**src/rtl/xfer_seq_pkg.sv**
```systemverilog
package xfer_seq_pkg;

    typedef enum logic [1:0] {
        ST_IDLE   = 2'd0,
        ST_MOVE   = 2'd1,
        ST_FINISH = 2'd2
    } seq_state_e;

endpackage

```
**src/rtl/xfer_mask_map.sv**
```systemverilog
// Maps raw list bits onto register select lines, mirrored or straight.
module xfer_mask_map #(
    parameter int N = 8
) (
    input  logic [N-1:0] raw_mask,
    input  logic         mirror,
    output logic [N-1:0] reg_sel
);
    for (genvar n = 0; n < N; n++) begin : g_bit
        assign reg_sel[n] = mirror ? raw_mask[N-1-n] : raw_mask[n];
    end
endmodule

```
**src/rtl/xfer_reg_picker.sv**
```systemverilog
// Picks the next pending register: highest index when descending, else lowest.
module xfer_reg_picker #(
    parameter  int N  = 8,
    localparam int IW = (N > 1) ? $clog2(N) : 1
) (
    input  logic [N-1:0]  pending,
    input  logic          descend,
    output logic          any,
    output logic [IW-1:0] idx
);
    always_comb begin
        any = |pending;
        idx = '0;
        if (descend) begin
            for (int i = 0; i < N; i++) begin
                if (pending[i]) idx = IW'(i);
            end
        end else begin
            for (int i = N - 1; i >= 0; i--) begin
                if (pending[i]) idx = IW'(i);
            end
        end
    end
endmodule

```
**src/rtl/xfer_addr_step.sv**
```systemverilog
// Word address inside a register slot and the pointer one slot away.
module xfer_addr_step #(
    parameter int AW  = 32,
    parameter int BPW = 4,
    parameter int WPR = 3,
    parameter int WIW = 2
) (
    input  logic [AW-1:0]  ptr,
    input  logic [WIW-1:0] widx,
    output logic [AW-1:0]  word_addr,
    output logic [AW-1:0]  ptr_down,
    output logic [AW-1:0]  ptr_up
);
    localparam logic [AW-1:0] SLOT = AW'(BPW * WPR);
    localparam logic [AW-1:0] WSTP = AW'(BPW);

    assign word_addr = ptr + (AW'(widx) * WSTP);
    assign ptr_down  = ptr - SLOT;
    assign ptr_up    = ptr + SLOT;
endmodule

```
**src/rtl/mreg_xfer_seq.sv**
```systemverilog
module mreg_xfer_seq
    import xfer_seq_pkg::*;
#(
    parameter  int NUM_REGS      = 8,
    parameter  int WORDS_PER_REG = 3,
    parameter  int ADDR_W        = 32,
    parameter  int DATA_W        = 32,
    localparam int RIW = (NUM_REGS > 1) ? $clog2(NUM_REGS) : 1,
    localparam int WIW = (WORDS_PER_REG > 1) ? $clog2(WORDS_PER_REG) : 1
) (
    input  logic              clk,
    input  logic              rst_n,
    input  logic              start_i,
    input  logic [15:0]       ext_word_i,
    input  logic              predec_i,
    input  logic [ADDR_W-1:0] base_addr_i,
    input  logic [DATA_W-1:0] dreg_val_i,
    output logic [2:0]        dreg_idx_o,
    output logic              xfer_req_o,
    output logic              xfer_wr_o,
    output logic [RIW-1:0]    xfer_reg_o,
    output logic [WIW-1:0]    xfer_word_o,
    output logic [ADDR_W-1:0] xfer_addr_o,
    input  logic              xfer_done_i,
    input  logic              xfer_fault_i,
    output logic              busy_o,
    output logic              done_o,
    output logic              err_o,
    output logic [ADDR_W-1:0] final_addr_o
);
    localparam int BPW       = DATA_W / 8;
    localparam int SLOT      = BPW * WORDS_PER_REG;
    localparam int B_DIR     = 13;
    localparam int B_MIRROR  = 12;
    localparam int B_DYN     = 11;
    localparam logic [WIW-1:0] LAST_W = WIW'(WORDS_PER_REG - 1);

    seq_state_e state_q, state_d;

    logic [NUM_REGS-1:0] pending_q;
    logic [WIW-1:0]      widx_q;
    logic [ADDR_W-1:0]   ptr_q;
    logic                dir_q;
    logic                desc_q;
    logic                err_q;

    logic [NUM_REGS-1:0] raw_mask;
    logic [NUM_REGS-1:0] sel_map;
    logic                pick_any;
    logic [RIW-1:0]      cur_reg;
    logic [ADDR_W-1:0]   word_addr, ptr_down, ptr_up;
    logic                more_after;
    logic                word_ok, word_bad, reg_end;

    // list source and bit mapping
    assign dreg_idx_o = ext_word_i[6:4];
    assign raw_mask   = ext_word_i[B_DYN] ? dreg_val_i[NUM_REGS-1:0]
                                          : ext_word_i[NUM_REGS-1:0];

    xfer_mask_map #(.N(NUM_REGS)) u_map (
        .raw_mask (raw_mask),
        .mirror   (ext_word_i[B_MIRROR]),
        .reg_sel  (sel_map)
    );

    xfer_reg_picker #(.N(NUM_REGS)) u_pick (
        .pending  (pending_q),
        .descend  (desc_q),
        .any      (pick_any),
        .idx      (cur_reg)
    );

    xfer_addr_step #(
        .AW  (ADDR_W),
        .BPW (BPW),
        .WPR (WORDS_PER_REG),
        .WIW (WIW)
    ) u_addr (
        .ptr       (ptr_q),
        .widx      (widx_q),
        .word_addr (word_addr),
        .ptr_down  (ptr_down),
        .ptr_up    (ptr_up)
    );

    assign more_after = |(pending_q & ~(NUM_REGS'(1) << cur_reg));
    assign word_bad   = (state_q == ST_MOVE) && xfer_fault_i;
    assign word_ok    = (state_q == ST_MOVE) && xfer_done_i && !xfer_fault_i;
    assign reg_end    = word_ok && (widx_q == LAST_W);

    // state register
    always_ff @(posedge clk or negedge rst_n) begin
        if (!rst_n) state_q <= ST_IDLE;
        else        state_q <= state_d;
    end

    // transitions
    always_comb begin
        state_d = state_q;
        unique case (state_q)
            ST_IDLE: begin
                if (start_i) state_d = (|sel_map) ? ST_MOVE : ST_FINISH;
            end
            ST_MOVE: begin
                if (word_bad)                    state_d = ST_FINISH;
                else if (reg_end && !more_after) state_d = ST_FINISH;
            end
            ST_FINISH: state_d = ST_IDLE;
            default:   state_d = ST_IDLE;
        endcase
    end

    // sequence datapath
    always_ff @(posedge clk or negedge rst_n) begin
        if (!rst_n) begin
            pending_q <= '0;
            widx_q    <= '0;
            ptr_q     <= '0;
            dir_q     <= 1'b0;
            desc_q    <= 1'b0;
            err_q     <= 1'b0;
        end else begin
            unique case (state_q)
                ST_IDLE: begin
                    if (start_i) begin
                        pending_q <= sel_map;
                        widx_q    <= '0;
                        dir_q     <= ext_word_i[B_DIR];
                        desc_q    <= predec_i;
                        err_q     <= 1'b0;
                        ptr_q     <= (predec_i && |sel_map)
                                     ? base_addr_i - ADDR_W'(SLOT) : base_addr_i;
                    end
                end
                ST_MOVE: begin
                    if (word_bad) begin
                        err_q <= 1'b1;
                    end else if (word_ok) begin
                        if (widx_q == LAST_W) begin
                            widx_q             <= '0;
                            pending_q[cur_reg] <= 1'b0;
                            if (more_after)   ptr_q <= desc_q ? ptr_down : ptr_up;
                            else if (!desc_q) ptr_q <= ptr_up;
                        end else begin
                            widx_q <= widx_q + 1'b1;
                        end
                    end
                end
                ST_FINISH: ;
                default: ;
            endcase
        end
    end

    // outputs
    always_comb begin
        busy_o       = (state_q != ST_IDLE);
        xfer_req_o   = (state_q == ST_MOVE);
        done_o       = (state_q == ST_FINISH);
        xfer_wr_o    = dir_q;
        xfer_reg_o   = cur_reg;
        xfer_word_o  = widx_q;
        xfer_addr_o  = word_addr;
        err_o        = err_q;
        final_addr_o = ptr_q;
    end

    // checks
    a_r11_move_has_work: assert property (@(posedge clk) disable iff (!rst_n)
        xfer_req_o |-> pick_any);

    a_r5_word_in_range: assert property (@(posedge clk) disable iff (!rst_n)
        xfer_req_o |-> (xfer_word_o <= LAST_W));

    a_r5_hold_until_answer: assert property (@(posedge clk) disable iff (!rst_n)
        (xfer_req_o && !xfer_done_i && !xfer_fault_i) |=>
        (xfer_req_o && $stable(xfer_addr_o) && $stable(xfer_reg_o) && $stable(xfer_word_o)));

    a_r5_word_step: assert property (@(posedge clk) disable iff (!rst_n)
        (xfer_req_o && xfer_done_i && !xfer_fault_i && xfer_word_o != LAST_W) |=>
        (xfer_req_o && xfer_addr_o == $past(xfer_addr_o) + ADDR_W'(BPW)
                    && xfer_reg_o == $past(xfer_reg_o)));

    a_r3_visit_order: assert property (@(posedge clk) disable iff (!rst_n)
        (xfer_req_o && xfer_done_i && !xfer_fault_i && xfer_word_o == LAST_W) |=>
        (!xfer_req_o || (desc_q ? (xfer_reg_o < $past(xfer_reg_o))
                                : (xfer_reg_o > $past(xfer_reg_o)))));

    a_r1_dir_steady: assert property (@(posedge clk) disable iff (!rst_n)
        xfer_req_o |=> (!xfer_req_o || $stable(xfer_wr_o)));

    a_r8_fault_stops: assert property (@(posedge clk) disable iff (!rst_n)
        (xfer_req_o && xfer_fault_i) |=> (done_o && err_o && !xfer_req_o));

    a_r10_single_pulse: assert property (@(posedge clk) disable iff (!rst_n)
        done_o |=> !done_o);

    a_r9_start_no_restart: assert property (@(posedge clk) disable iff (!rst_n)
        (busy_o && !done_o && start_i) |=> busy_o);

    a_r10_done_exclusive: assert property (@(posedge clk) disable iff (!rst_n)
        !(done_o && xfer_req_o));

endmodule

```
**config.mk**
```make
export PLATFORM = sky130hd
export DESIGN_NAME = mreg_xfer_seq
export DESIGN_NICKNAME = d
export VERILOG_FILES = /design/src/rtl/xfer_seq_pkg.sv /design/src/rtl/xfer_mask_map.sv /design/src/rtl/xfer_reg_picker.sv /design/src/rtl/xfer_addr_step.sv /design/src/rtl/mreg_xfer_seq.sv
export SDC_FILE = /design/constraint.sdc
export NUM_CORES = 1
export LEC_CHECK = 0
export BUFFER_PORTS_ARGS = -buffer_cell sky130_fd_sc_hd__buf_2
export CORE_UTILIZATION = 52
export DETAILED_ROUTE_END_ITERATION = 16
export PLACE_DENSITY = 0.89
export SLEW_MARGIN = 30
export SYNTH_ARGS = -nofsm -noshare
export SYNTH_HDL_FRONTEND = slang
export SYNTH_SLANG_ARGS = --single-unit
```
**constraint.sdc**
```tcl
create_clock -name clk -period 3.2 [get_ports clk]
set_input_delay 0.32 -clock clk [delete_from_list [all_inputs] [get_ports clk]]
set_output_delay 0.32 -clock clk [all_outputs]
set_load 0.005 [all_outputs]
```
After elaboration in Yosys (flattened, before gate mapping)
Cells that the tools add are included.
Cells by class
  equality and inequality tests: 10
  bitwise logic cells: 4
  multiplexer cells: 54
  $lt $le $gt $ge: 2
  $add $sub $neg: 5
  shift operators: 1
  reduce and logical (&&, ||, !) cells: 20
Operators by type and width (count)
  32-bit 2-to-1 mux: 8
  32-bit case mux with 2 select lines: 1
  32-bit by 4-bit subtractor with 32-bit output (second input constant): 2
  8-bit 2-to-1 mux: 5
  3-bit 2-to-1 mux: 13
  32-bit by 4-bit adder with 32-bit output: 1
  32-bit by 4-bit adder with 32-bit output (second input constant): 1
  2-bit 2-to-1 mux: 10
  8-bit AND: 2
  8-bit inverter: 2
  8-bit case mux with 2 select lines: 1
  8-bit OR reduction: 2
  1-bit 2-to-1 mux: 12
  2-bit case mux with 2 select lines: 2
  1-bit by 3-bit << shifter with 8-bit output (first input constant): 1
  1-bit logical AND: 7
  2-bit by 1-bit != test with 1-bit output (second input constant): 3
  6-bit AND reduction: 1
  5-bit AND reduction: 1
  2-bit == test (second input constant): 2
  3-bit by 4-bit less-than comparator with 1-bit output (second input constant): 1
  2-bit != test (second input constant): 2
  2-bit AND reduction: 2
  4-bit AND reduction: 1
  11 further kinds: 13
Word-level totals
  output and inout bits: 77
  flip-flop bits (word level): 47
  logic and storage cells: 103

Depth between registers and ports, before layout
Gate-level depths: netlist (run 1).
  word-level depth: 19
  mapped depth: 13
  mapped depth without buffers: 10

By module
From an unflattened synthesis (run 1), not the netlist that was laid out.
Unflattened totals
  cells, all modules: 705
  area, all modules: 5447.7 um2
By module, submodules not included
  mreg_xfer_seq: times used 1, cells each 398, sequential area each 1176.1 um2, area each 3304.4 um2
  xfer_addr_step: times used 1, cells each 276, sequential area each 0.0 um2, area each 1881.8 um2
  xfer_mask_map: times used 1, cells each 9, sequential area each 0.0 um2, area each 131.4 um2
  xfer_reg_picker: times used 1, cells each 22, sequential area each 0.0 um2, area each 130.1 um2

Worst setup path before layout (run 1)
Ideal clock, no wire load.
  kind: reg2reg
  start point: reg desc_q
  end point: reg ptr_q[26], in the netlist final_addr_o[26]
  stages on the path, launching flop included: 12
  data arrival time: 2659 ps
  slack: 401 ps
  path buffers: 4
  cell sequence: dfrtp_1 clkbuf_1 clkbuf_1 mux2i_1 nor3_1 o32a_1 a21boi_2 buf_4 buf_4 mux2i_1 a2bb2oi_1 o311ai_1
On the way
  longest elaborated chain between the ends: 10
  elaborated cells between the ends (all ways): 13
  classes of those cells: 1 x eq/ne; 1 x shift; 7 x mux; 2 x bitwise; 2 x reduce/logical
Ends and longest elaborated chain
  start: declaration: RTL line mreg_xfer_seq.sv:44  | logic desc_q;
  start signal: assignment: RTL line mreg_xfer_seq.sv:129  | desc_q <= predec_i;
  3-bit 2-to-1 mux: RTL line xfer_reg_picker.sv:14  | if (descend) begin
  1-bit by 3-bit << shifter with 8-bit output: RTL line mreg_xfer_seq.sv:86  | assign more_after = |(pending_q & ~(NUM_REGS'(1) << cur_reg));
  8-bit inverter: RTL line mreg_xfer_seq.sv:86
  8-bit AND: RTL line mreg_xfer_seq.sv:86
  8-bit OR reduction: RTL line mreg_xfer_seq.sv:86
  32-bit 2-to-1 mux: RTL line mreg_xfer_seq.sv:142  | if (more_after) ptr_q <= desc_q ? ptr_down : ptr_up;
  32-bit 2-to-1 mux: RTL line mreg_xfer_seq.sv:139  | if (widx_q == LAST_W) begin
  32-bit 2-to-1 mux: RTL line mreg_xfer_seq.sv:138  | end else if (word_ok) begin
  32-bit 2-to-1 mux: RTL line mreg_xfer_seq.sv:136  | if (word_bad) begin
  32-bit case mux with 2 select lines: RTL line mreg_xfer_seq.sv:123  | unique case (state_q)
  end signal: assignment: RTL line mreg_xfer_seq.sv:131  | ptr_q <= (predec_i && |sel_map)
  end signal: assignment: RTL line mreg_xfer_seq.sv:142
  end signal: assignment: RTL line mreg_xfer_seq.sv:143  | else if (!desc_q) ptr_q <= ptr_up;
  end: declaration: RTL line mreg_xfer_seq.sv:42  | logic [ADDR_W-1:0] ptr_q;
Parallel ways exist; a longest one is shown, timed or not. The select of a mux whose other input is x is not followed.
A chain may end at the register's enable or synchronous reset.

Worst setup path after layout (run 1)
  start point: reg pending_q[1]
  end point: reg ptr_q[27], in the netlist final_addr_o[27]
On the way
  longest elaborated chain between the ends: 17
  elaborated cells between the ends (all ways): 21
  classes of those cells: 1 x eq/ne; 1 x shift; 15 x mux; 2 x bitwise; 2 x reduce/logical
Ends and longest elaborated chain
  start: declaration: RTL line mreg_xfer_seq.sv:40  | logic [NUM_REGS-1:0] pending_q;
  start signal: assignment: RTL line mreg_xfer_seq.sv:126  | pending_q <= sel_map;
  1-bit 2-to-1 mux: RTL line xfer_reg_picker.sv:16  | if (pending[i]) idx = IW'(i);
  2-bit 2-to-1 mux (2 in a row): RTL line xfer_reg_picker.sv:16
  3-bit 2-to-1 mux (4 in a row): RTL line xfer_reg_picker.sv:16
  3-bit 2-to-1 mux: RTL line xfer_reg_picker.sv:14
  1-bit by 3-bit << shifter with 8-bit output: RTL line mreg_xfer_seq.sv:86
  8-bit inverter: RTL line mreg_xfer_seq.sv:86
  8-bit AND (*): RTL line mreg_xfer_seq.sv:86
  8-bit OR reduction (*): RTL line mreg_xfer_seq.sv:86
  32-bit 2-to-1 mux: RTL line mreg_xfer_seq.sv:142
  32-bit 2-to-1 mux: RTL line mreg_xfer_seq.sv:139
  32-bit 2-to-1 mux: RTL line mreg_xfer_seq.sv:138
  32-bit 2-to-1 mux: RTL line mreg_xfer_seq.sv:136
  32-bit case mux with 2 select lines: RTL line mreg_xfer_seq.sv:123
Mark *: on every way between the ends. The rest lies on a longest branch, timed or not. The select of a mux whose other input is x is not followed.

==> results of run 1 <==
[power groups by stage]
stage          clock network [W]  registers [W]  logic [W]
2_1_floorplan                  0        0.00118    0.00220
3_3_place_gp                   0        0.00144    0.00302
3_5_place_dp                   0        0.00147    0.00311
4_1_cts                 0.000477        0.00145    0.00313
5_1_grt                 0.000493        0.00155    0.00359
6_report                0.000478        0.00150    0.00330
[metrics by stage]
stage          cells  setup TNS, ns  util, %
6_report         882              0     66.1
5_1_grt          882        -0.0322     66.1
4_1_cts          879              0     65.1
3_5_place_dp     871              0     63.8
3_3_place_gp     871              0     63.8
2_1_floorplan    654              0        -
[path summary, 6_finish.rpt]
check	startpoint	endpoint	slack, ns
worst max-delay path	pending_q[1]	final_addr_o[27]	0.11
worst min-delay path	rst_n	final_addr_o[17]	-0.04
worst max register to register	pending_q[1]	final_addr_o[27]	0.11
worst min register to register	xfer_wr_o	xfer_wr_o	0.48
max in group asynchronous	rst_n	pending_q[1]	2.63
min in group clk	base_addr_i[1]	final_addr_o[1]	0.21
[cell type report]
type / instances / area share (%)
clock inverter: 2 / 0.596
sequential: 47 / 20.1
timing repair buffer: 162 / 15.3
inverter: 20 / 1.28
tap: 108 / 2.30
clock buffer: 6 / 1.40
multi-input combinational: 537 / 59.0
[cell usage in the layout (no fill, tap or decap), drive strengths merged, types with 6 or more instances in the layout]
cell	synthesis	layout
a21oi	32	32
a2bb2oi	14	14
and2	7	7
and3	6	6
buf	14	162
clkbuf	36	6
dfrtp	47	47
inv	20	20
mux2	6	6
mux2i	21	21
mux4	8	8
nand2	81	81
nand3	24	24
nand4	12	12
nor2	90	90
nor2b	8	8
nor3	29	29
nor4	17	17
o21ai	26	26
o22ai	11	11
or2	6	6
or3	9	9
or4	11	11
xnor2	34	34
xor2	24	24
[metal layers]
metal | routed length [um] | up-vias
met2 | 7610 | 340
met5 | 0 | -
met1 | 6340 | 2600
li1 | - | 2570
met4 | 505 | 0
met3 | 1280 | 48
[state kept, by name, indices dropped and copies added (netlist names)]
| signal | count |
|---|---|
| pending_q | 8 |
| err_o | 1 |
| xfer_wr_o | 1 |
| state_q | 2 |
| desc_q | 1 |
| final_addr_o | 32 |
| xfer_word_o | 2 |
[worst max-delay path, stage by stage (launching register included)]
cell	delay (ns)
dfrtp_2	0.48
nor2b_1	0.15
o211ai_1	0.27
nand4_4	0.19
or4_1	0.57
a32oi_4	0.26
a21boi_4	0.14
or4_1	0.51
and3_1	0.17
o31a_1	0.26
[timing repair]
item,CTS,global route
gates resized for setup,0,14
buffers inserted,0,3
setup endpoints to repair,0,18
hold buffers,0,0
[cell families after synthesis]
group / after synthesis / synth area share [%]
buffers and inverters: 70 / 6.05
xor gates and xnor gates: 58 / 10.4
DFF: 47 / 24.1
AOI/OAI and AO/OA: 126 / 17.5
muxes: 35 / 9.39
adders and majority gates: 6 / 1.69
and+or+nand+nor: 312 / 30.8
==> summary.txt, run 1 <==
Run status
  – Outcome: complete, but fails checks
  – Failing checks: hold timing

Logic synthesis
  – Ys async rst share: 100%
  – Area contributors post-synth: dfrtp_1 24%, nor2_1 6.9%, nand2_1 6.2%
  – Post-synth top flop: dfrtp_1
  – Synth area leader: dfrtp_1
  – Sequential share of the synthesized area: 24.1%
  – Syn_nets: 746
  – List of most frequent post-synthesis cells: 90 x nor2_1, 81 x nand2_1, 47 x dfrtp_1
  – Mean Syn Cell Area: between 7 and 8 um2
  – Number of synthesized flops with an enable pin: 0
  – Post-synthesis cell type count: 62
  – Top-count cell post-synth: nor2_1
  – Seq cells post-synth: 47
  – Mapped Area: 4880 um2
  – Top cell type's share of synthesized area: between 20% and 30%
  – Post-Synthesis Cells: 654
  – Yosys warns: 0

STA
  – Worst slew margin: 40.7%
  – Worst Slack Setup Final: 0.110 ns
  – Tmin final: 3.09 ns
  – Hold slack final: -0.0363 ns
  – Setup violations, final: 0
  – Fmax: 324 MHz
  – Clk_skew: ~0.021 ns
  – Tcrit/Tclk final: 96.6%
  – Pins over their slew limit: 0
  – Slew @ Worst Pin: 0.889 ns
  – Hold Vio Cnt, Final: 34

Floorplanning
  – Starting Density: between 50% and 60%
  – I/O pins: 163
  – Die area: roughly 9800 um2
  – Core ar.: 8890 um2
  – Row count: 34
  – Die W: 98.9 um
  – Die Y: 98.9 um

Power and ir drop
  – Clock power share: 9.1%
  – Cell Pwr Density: 897 nW/um2
  – Combinational Power Share: 62.5%
  – Total power draw: between 0.005 and 0.006 W
  – Peak VDD IR: 469 uV
  – Switching power: roughly 0.0026 W
  – Internal power: 0.00264 W
  – Leakage power: 2.46 nW
  – Switch share: roughly half
  – Sequential power share: 28.4%

Placement
  – DP HPWL: approximately 12 mm
  – Placement Cell Area: 5670 um2
  – IO buf count: 133
  – RePlAce Congestion: 0.952
  – Pre-CTS setup slack: 0.0457 ns

CTS
  – CTS tree: done
  – Clk buf depth: 2
  – Clock transition at the registers of the reported paths: roughly 0.1 ns
  – Skew-Pair Late Insertion Delay: around 0.32 ns
  – TritonCTS Buffers: 5
  – H-tree depth: 2
  – Clock Tree Root: clkbuf_8
  – CTS sink cnt: 47

Setup path
  – Worst EP required: 3.42 ns
  – Type of the worst setup path: reg2reg
  – Worst-case reg-to-reg path depth: 9
  – Critical path launch point type: flip-flop
  – Worst Path Max Fanout: 9
  – Crit path DAT: roughly 3.3 ns
  – CP endpoint kind: flip-flop

Final layout
  – Fillers: 772
  – Share of cells above drive strength 1: 25.8%
  – Area of the multi-input gates: 3470 um2
  – Post-route cell area: 5880 um2
  – Syn-to-layout area delta: 20.5%
  – Storage cell area: 1180 um2
  – # diodes: 0
  – Layout net count: 865

GRT
  – Antenna violations before repair: 0
  – Met1 Use GR: 42.4%
  – Vias in the first global route: ~5,200
  – GR met3 Demand/Resource: 3.40%
  – GRT Residual Overflow: 0
  – Largest net degree at the start of global routing: 54
  – GR peak layer: met2
  – First-pass GRT wire length: 25.4 mm
  – GRT Resource Usage Total: 32.3%
  – Met2 track demand over resource: a little over half

Run
  – Max_cap viols: 0

Routing
  – Drt pass-1 iters: 6
  – Routed wire per std cell: 17.8 um
  – Initial DRC Count: 528
  – Routed WL: ~16 mm
  – Post-route ant nets: 0
  – # DRC: 0
  – Via Count: 5,558
  – Via density per instance: 6.30

Worst hold path
  – Worst Hold Class: in2async
No activity file was read; power rests on OpenSTA's default activity.
==> run 2, diff against run 1 <==
--- a/config.mk
+++ b/config.mk
@@ -9,6 +9,7 @@
 export CORE_UTILIZATION = 52
 export DETAILED_ROUTE_END_ITERATION = 16
 export PLACE_DENSITY = 0.89
+export RECOVER_POWER = 100
 export SLEW_MARGIN = 30
 export SYNTH_ARGS = -nofsm -noshare
 export SYNTH_HDL_FRONTEND = slang
==> run 2 against run 1 <==
  * The run ends with capacitance limit, slew limit left
  * Clock skew shrank 0.0025 ns
  * Critical path depth stayed put
  * Routed wire length shrank 0.18%
  * Worst hold slack improved by 0.24 ns
  * Die area unchanged
  * First-iteration DRC count rose by 4.7%
  * Critical path type unchanged
  * Flip-flop and latch count is the same
  * Cell count unchanged
  * Critical endpoint unchanged
  * Worst setup slack worse by 0.015 ns
  * Maximum frequency is 0.47% lower
  * Sequential power hardly changed
  * Sequential share of layout area grew 0.15 points
==> summary.txt, run 2 (same netlist as run 1, synthesis figures left out) <==
Run status
  – Outcome: complete, but fails checks
  – Failing checks: capacitance limit, slew limit

Floorplanning
  – I/O pins: 163
  – Die Y: roughly 100 um
  – Starting Density: 54.9%
  – Row count: 34
  – Die area: between 9000 and 10,000 um2
  – Core ar.: 8890 um2
  – Die W: 98.9 um

CTS
  – CTS tree: done
  – CTS sink cnt: 47
  – Clock Tree Root: clkbuf_8
  – Clk buf depth: 2
  – Skew-Pair Late Insertion Delay: 0.32 ns
  – H-tree depth: 2
  – TritonCTS Buffers: 5
  – Clock transition at the registers of the reported paths: 0.10 ns

STA
  – Pins over their slew limit: 36
  – Tmin final: 3.10 ns
  – Hold Vio Cnt, Final: 0
  – Worst slew margin: -38.2%
  – Slew @ Worst Pin: slightly above 2 ns
  – Setup violations, final: 0
  – Fmax: about 320 MHz
  – Clk_skew: 0.0187 ns
  – Tcrit/Tclk final: 97.0%

Power and ir drop
  – Leakage power: 2.38 nW
  – Total power draw: 0.00523 W
  – Cell Pwr Density: 896 nW/um2
  – Peak VDD IR: roughly 470 uV

Placement
  – DP HPWL: 11.7 mm
  – IO buf count: 133
  – RePlAce Congestion: around 0.95
  – Placement Cell Area: 5670 um2

Worst hold path
  – Worst Hold Class: in2reg

Setup path
  – Worst Path Max Fanout: 9
  – Type of the worst setup path: reg2reg
  – CP endpoint kind: flip-flop
  – Worst EP required: 3.41 ns
  – Critical path launch point type: flip-flop
  – Crit path DAT: between 3 and 4 ns

Routing
  – Via Count: 5,553
  – # DRC: 0
  – Initial DRC Count: 553
  – Via density per instance: 6.30
  – Drt pass-1 iters: 5
  – Post-route ant nets: 0
  – Routed wire per std cell: roughly 18 um
  – Routed WL: ~16 mm

GRT
  – GRT Residual Overflow: 0
  – Vias in the first global route: 5,189
  – Largest net degree at the start of global routing: 54
  – Antenna violations before repair: 0
  – First-pass GRT wire length: 25.4 mm
  – GRT Resource Usage Total: around a third

Final layout
  – Fillers: 790
  – # diodes: 0
  – Post-route cell area: 5840 um2
  – Storage cell area: roughly 1200 um2
  – Share of cells above drive strength 1: roughly 22%
  – Area of the multi-input gates: approximately 3500 um2
  – Max reg flops: 32
  – Most common cell after layout, fill and taps aside: buf_2
  – Commonest non-fill, non-tap cells in the layout: 107 x buf_2, 89 x nor2_1, 80 x nand2_1
  – Layout net count: between 800 and 900
  – Syn-to-layout area delta: 19.6%

Run
  – Max_cap viols: 1
==> run 2: area by class of cell <==
class / count / area share (%)
clock buffer: 6 / 1.42
tap: 108 / 2.32
inverter: 20 / 1.29
clock inverter: 2 / 0.600
timing repair buffer: 162 / 14.7
multi-input combinational: 537 / 59.5
sequential: 47 / 20.2
==> run 2: worst paths after layout <==
kind,cells past startpoint,slack [ns],start,end
setup / recovery,9,0.1,pending_q[1],final_addr_o[27]
hold / removal,3,0.20,base_addr_i[1],final_addr_o[1]
setup reg to reg,9,0.1,pending_q[1],final_addr_o[27]
hold reg to reg,2,0.48,xfer_wr_o,xfer_wr_o
max in group asynchronous,2,1.07,rst_n,pending_q[1]
min in group asynchronous,1,0.59,rst_n,final_addr_o[7]
==> run 2: where the power goes <==
part / switching (W) / internal, W / total [W]
Sequential: 0.000611 / 0.000887 / 0.00150
Clock: 0.000222 / 0.000253 / 0.000475
Combinational: 0.00180 / 0.00145 / 0.00325
==> run 2: per-stage QoR <==
stage                     setup WS, ns  TNS, ns  util [%]  std cells  hold WS (ns)
final                           0.0951        0      65.6        882         0.205
after detailed placement        0.0457        0      63.8        871         0.470
after CTS                       0.0465        0      65.1        879         0.144
after floorplan                  0.401        0         -        654        0.0244
after global placement          0.0555        0      63.8        871         0.444
after global routing           -0.0195  -0.0322      65.6        882         0.217
==> run 2: metal layers <==
layer  GRT usage (%)  vias up  wire length (um)
met5               0        -                 0
met4            12.7        0               561
met3            3.40       55              1230
met2            54.7      339              7550
met1            42.4     2583              6360
li1                -     2576                 -
==> run 2: worst max-delay path, cell delays in order (launching register included) <==
cell	delay, ns
dfrtp_2	0.48
nor2b_1	0.15
o211ai_1	0.28
nand4_4	0.19
or4_1	0.57
a32oi_4	0.27
a21boi_4	0.14
or4_1	0.51
and3_1	0.17
o31a_1	0.26
==> run 2: repair_timing <==
| item | in CTS | in global routing |
|---|---|---|
| endpoints found under the setup margin | 0 | 18 |
| hold buffers | 0 | 0 |
| resized for setup | 0 | 14 |
| buffers inserted | 0 | 3 |
==> run 3, diff against run 2 <==
--- a/config.mk
+++ b/config.mk
@@ -6,9 +6,10 @@
 export NUM_CORES = 1
 export LEC_CHECK = 0
 export BUFFER_PORTS_ARGS = -buffer_cell sky130_fd_sc_hd__buf_2
+export CORE_MARGIN = 5
 export CORE_UTILIZATION = 52
 export DETAILED_ROUTE_END_ITERATION = 16
-export PLACE_DENSITY = 0.89
+export PLACE_DENSITY = 0.82
 export RECOVER_POWER = 100
 export SLEW_MARGIN = 30
 export SYNTH_ARGS = -nofsm -noshare
==> run 3 against run 2 <==
  * The flow still finishes with violations (capacitance limit, slew limit)
  * Flip-flop and latch count stayed put
  * Clock power is 22% lower
  * Critical path type unchanged
  * First-iteration DRC count is 19% lower
  * Global-route usage is 5.5 points lower
==> summary.txt, run 3 (same netlist as run 1, synthesis figures left out) <==
CTS
  – CTS sink cnt: 47
  – Clock transition at the registers of the reported paths: approximately 0.10 ns
  – Skew-Pair Late Insertion Delay: a little over 0.3 ns
  – TritonCTS Buffers: 5
  – Clock Tree Root: clkbuf_8
  – CTS tree: done
  – H-tree depth: 2
  – Clk buf depth: 2

Final layout
  – Max reg flops: 32
  – # diodes: 0
  – Final core utilization: 62.1%
  – Storage cell area: 1180 um2
  – Area of the multi-input gates: 3450 um2
  – Layout net count: 861
  – Commonest non-fill, non-tap cells in the layout: 90 x nor2_1, 86 x buf_2, 81 x nand2_1
  – Share of cells above drive strength 1: 18.3%
  – Most common cell after layout, fill and taps aside: nor2_1
  – Syn-to-layout area delta: 17.2%
  – Fillers: slightly below 900
  – Final std cells w/o fill: 881

STA
  – Clk_skew: 0.0199 ns
  – Slew @ Worst Pin: 2.08 ns
  – RSZ-0062 raised after global routing: no
  – Tmin final: 3.07 ns
  – Worst slew margin: -38.6%
  – Tcrit/Tclk final: 95.9%
  – Setup violations, final: 0
  – Sum Neg Setup Slack: 0 ns
  – Hold Vio Cnt, Final: 0
  – Worst Slack Setup Final: 0.131 ns
  – Pins over their slew limit: 36
  – Fmax: around 330 MHz

Setup path
  – Worst EP required: between 3 and 4 ns
  – CP endpoint kind: flip-flop
  – Flop-to-flop setup slack: 0.13 ns
  – Type of the worst setup path: reg2reg
  – FF-to-FF Start: pending_q[1]
  – Critical path launch point type: flip-flop
  – Crit path DAT: 3.28 ns
  – Worst Setup SP: pending_q[1]
  – Worst Path Max Fanout: 8

Routing
  – Post-route ant nets: 0
  – Via Count: ~5,600
  – Initial DRC Count: 450
  – Via density per instance: 6.32
  – # DRC: 0
  – Routed wire per std cell: 17.9 um
  – Drt pass-1 iters: 5
  – Routed WL: 15.7 mm

Placement
  – RePlAce Congestion: 0.929
  – Pre-CTS setup slack: around 0.08 ns
  – Placed Instances: 872
  – DP HPWL: 11.9 mm
  – IO buf count: 133

Run status
  – Outcome: complete, but fails checks
  – Failing checks: capacitance limit, slew limit

Floorplanning
  – Die Y: around 110 um
  – Die W: about 110 um
  – I/O pins: 163
  – Die area: 11,400 um2
  – Starting Density: 53.0%
  – Row count: 35
  – Core ar.: 9200 um2

Worst hold path
  – Worst Hold Class: in2reg
  – Hold wc startpoint: ext_word_i[13]

GRT
  – Antenna violations before repair: 1
  – GRT Resource Usage Total: 26.8%
  – First-pass GRT wire length: 25.2 mm
  – Vias in the first global route: 5,271
  – Largest net degree at the start of global routing: between 50 and 60
  – GRT Residual Overflow: 0

Power and ir drop
  – Cell Pwr Density: 867 nW/um2
  – Leakage power: 2.28 nW
  – Peak VDD IR: roughly 450 uV

Run
  – Max_cap viols: 1
[run 3: cell count changes in the layout (fill, tap and decap cells not counted), moves of 2 or more]
cell	change
clkbuf_1	+23
buf_2	-21
buf_4	-5
dfrtp_1	+2
dfrtp_2	-2
[run 3: per-stage QoR]
stage	power (W)	hold WS [ns]	instance area, um2
after floorplan	0.00338	0.0244	4880
after global routing	0.00533	0.217	5720
after global placement	0.00445	0.442	5670
after detailed placement	0.00457	0.459	5670
after CTS	0.00495	0.154	5750
final	0.00495	0.207	5720
[run 3: worst paths after layout]
check,end,cells past startpoint
min,xfer_wr_o,3
min in group asynchronous,final_addr_o[22],1
max,final_addr_o[27],9
max reg2reg,final_addr_o[27],9
max in group asynchronous,final_addr_o[29],2
min reg2reg,state_q[1],1
[run 3: what timing repair did]
item | in CTS | in global routing
gates resized for setup | 0 | 6
setup endpoints to repair | 0 | 10
hold buffers | 0 | 0
buffers inserted | 0 | 1
[run 3: layer usage]
metal	global-route usage, %	vias up	routed length (um)
li1	-	2576	-
met1	33.0	2606	6040
met2	47.4	336	7790
met3	3.85	47	1450
met4	10.0	2	455
met5	0	-	13
[run 3: critical path, cell delays in order, from the launching register on]
cell and delay [ns]:
dfrtp_1 0.47, nor2b_1 0.17, o211ai_1 0.19, nand4_2 0.24, or4_1 0.53, a32oi_2 0.27
a21boi_4 0.13, or4_1 0.52, and3_1 0.18, o31a_1 0.27
[run 3: layout make-up]
cell class,count,area share [%]
Tap cell,111,2.43
Sequential cell,47,20.6
Inverter,20,1.31
Clock buffer,7,1.34
Timing Repair Buffer,158,13.9
Multi-Input combinational cell,537,60.3
Clock inverter,1,0.0876
[run 3: report_power, final]
group / switching, W / internal [W] / leakage, nW
Combinational: 0.00171 / 0.00134 / 1.69
Clock: 0.000215 / 0.000154 / 0.0422
Sequential: 0.000657 / 0.000883 / 0.552
Total: 0.00258 / 0.00238 / 2.28
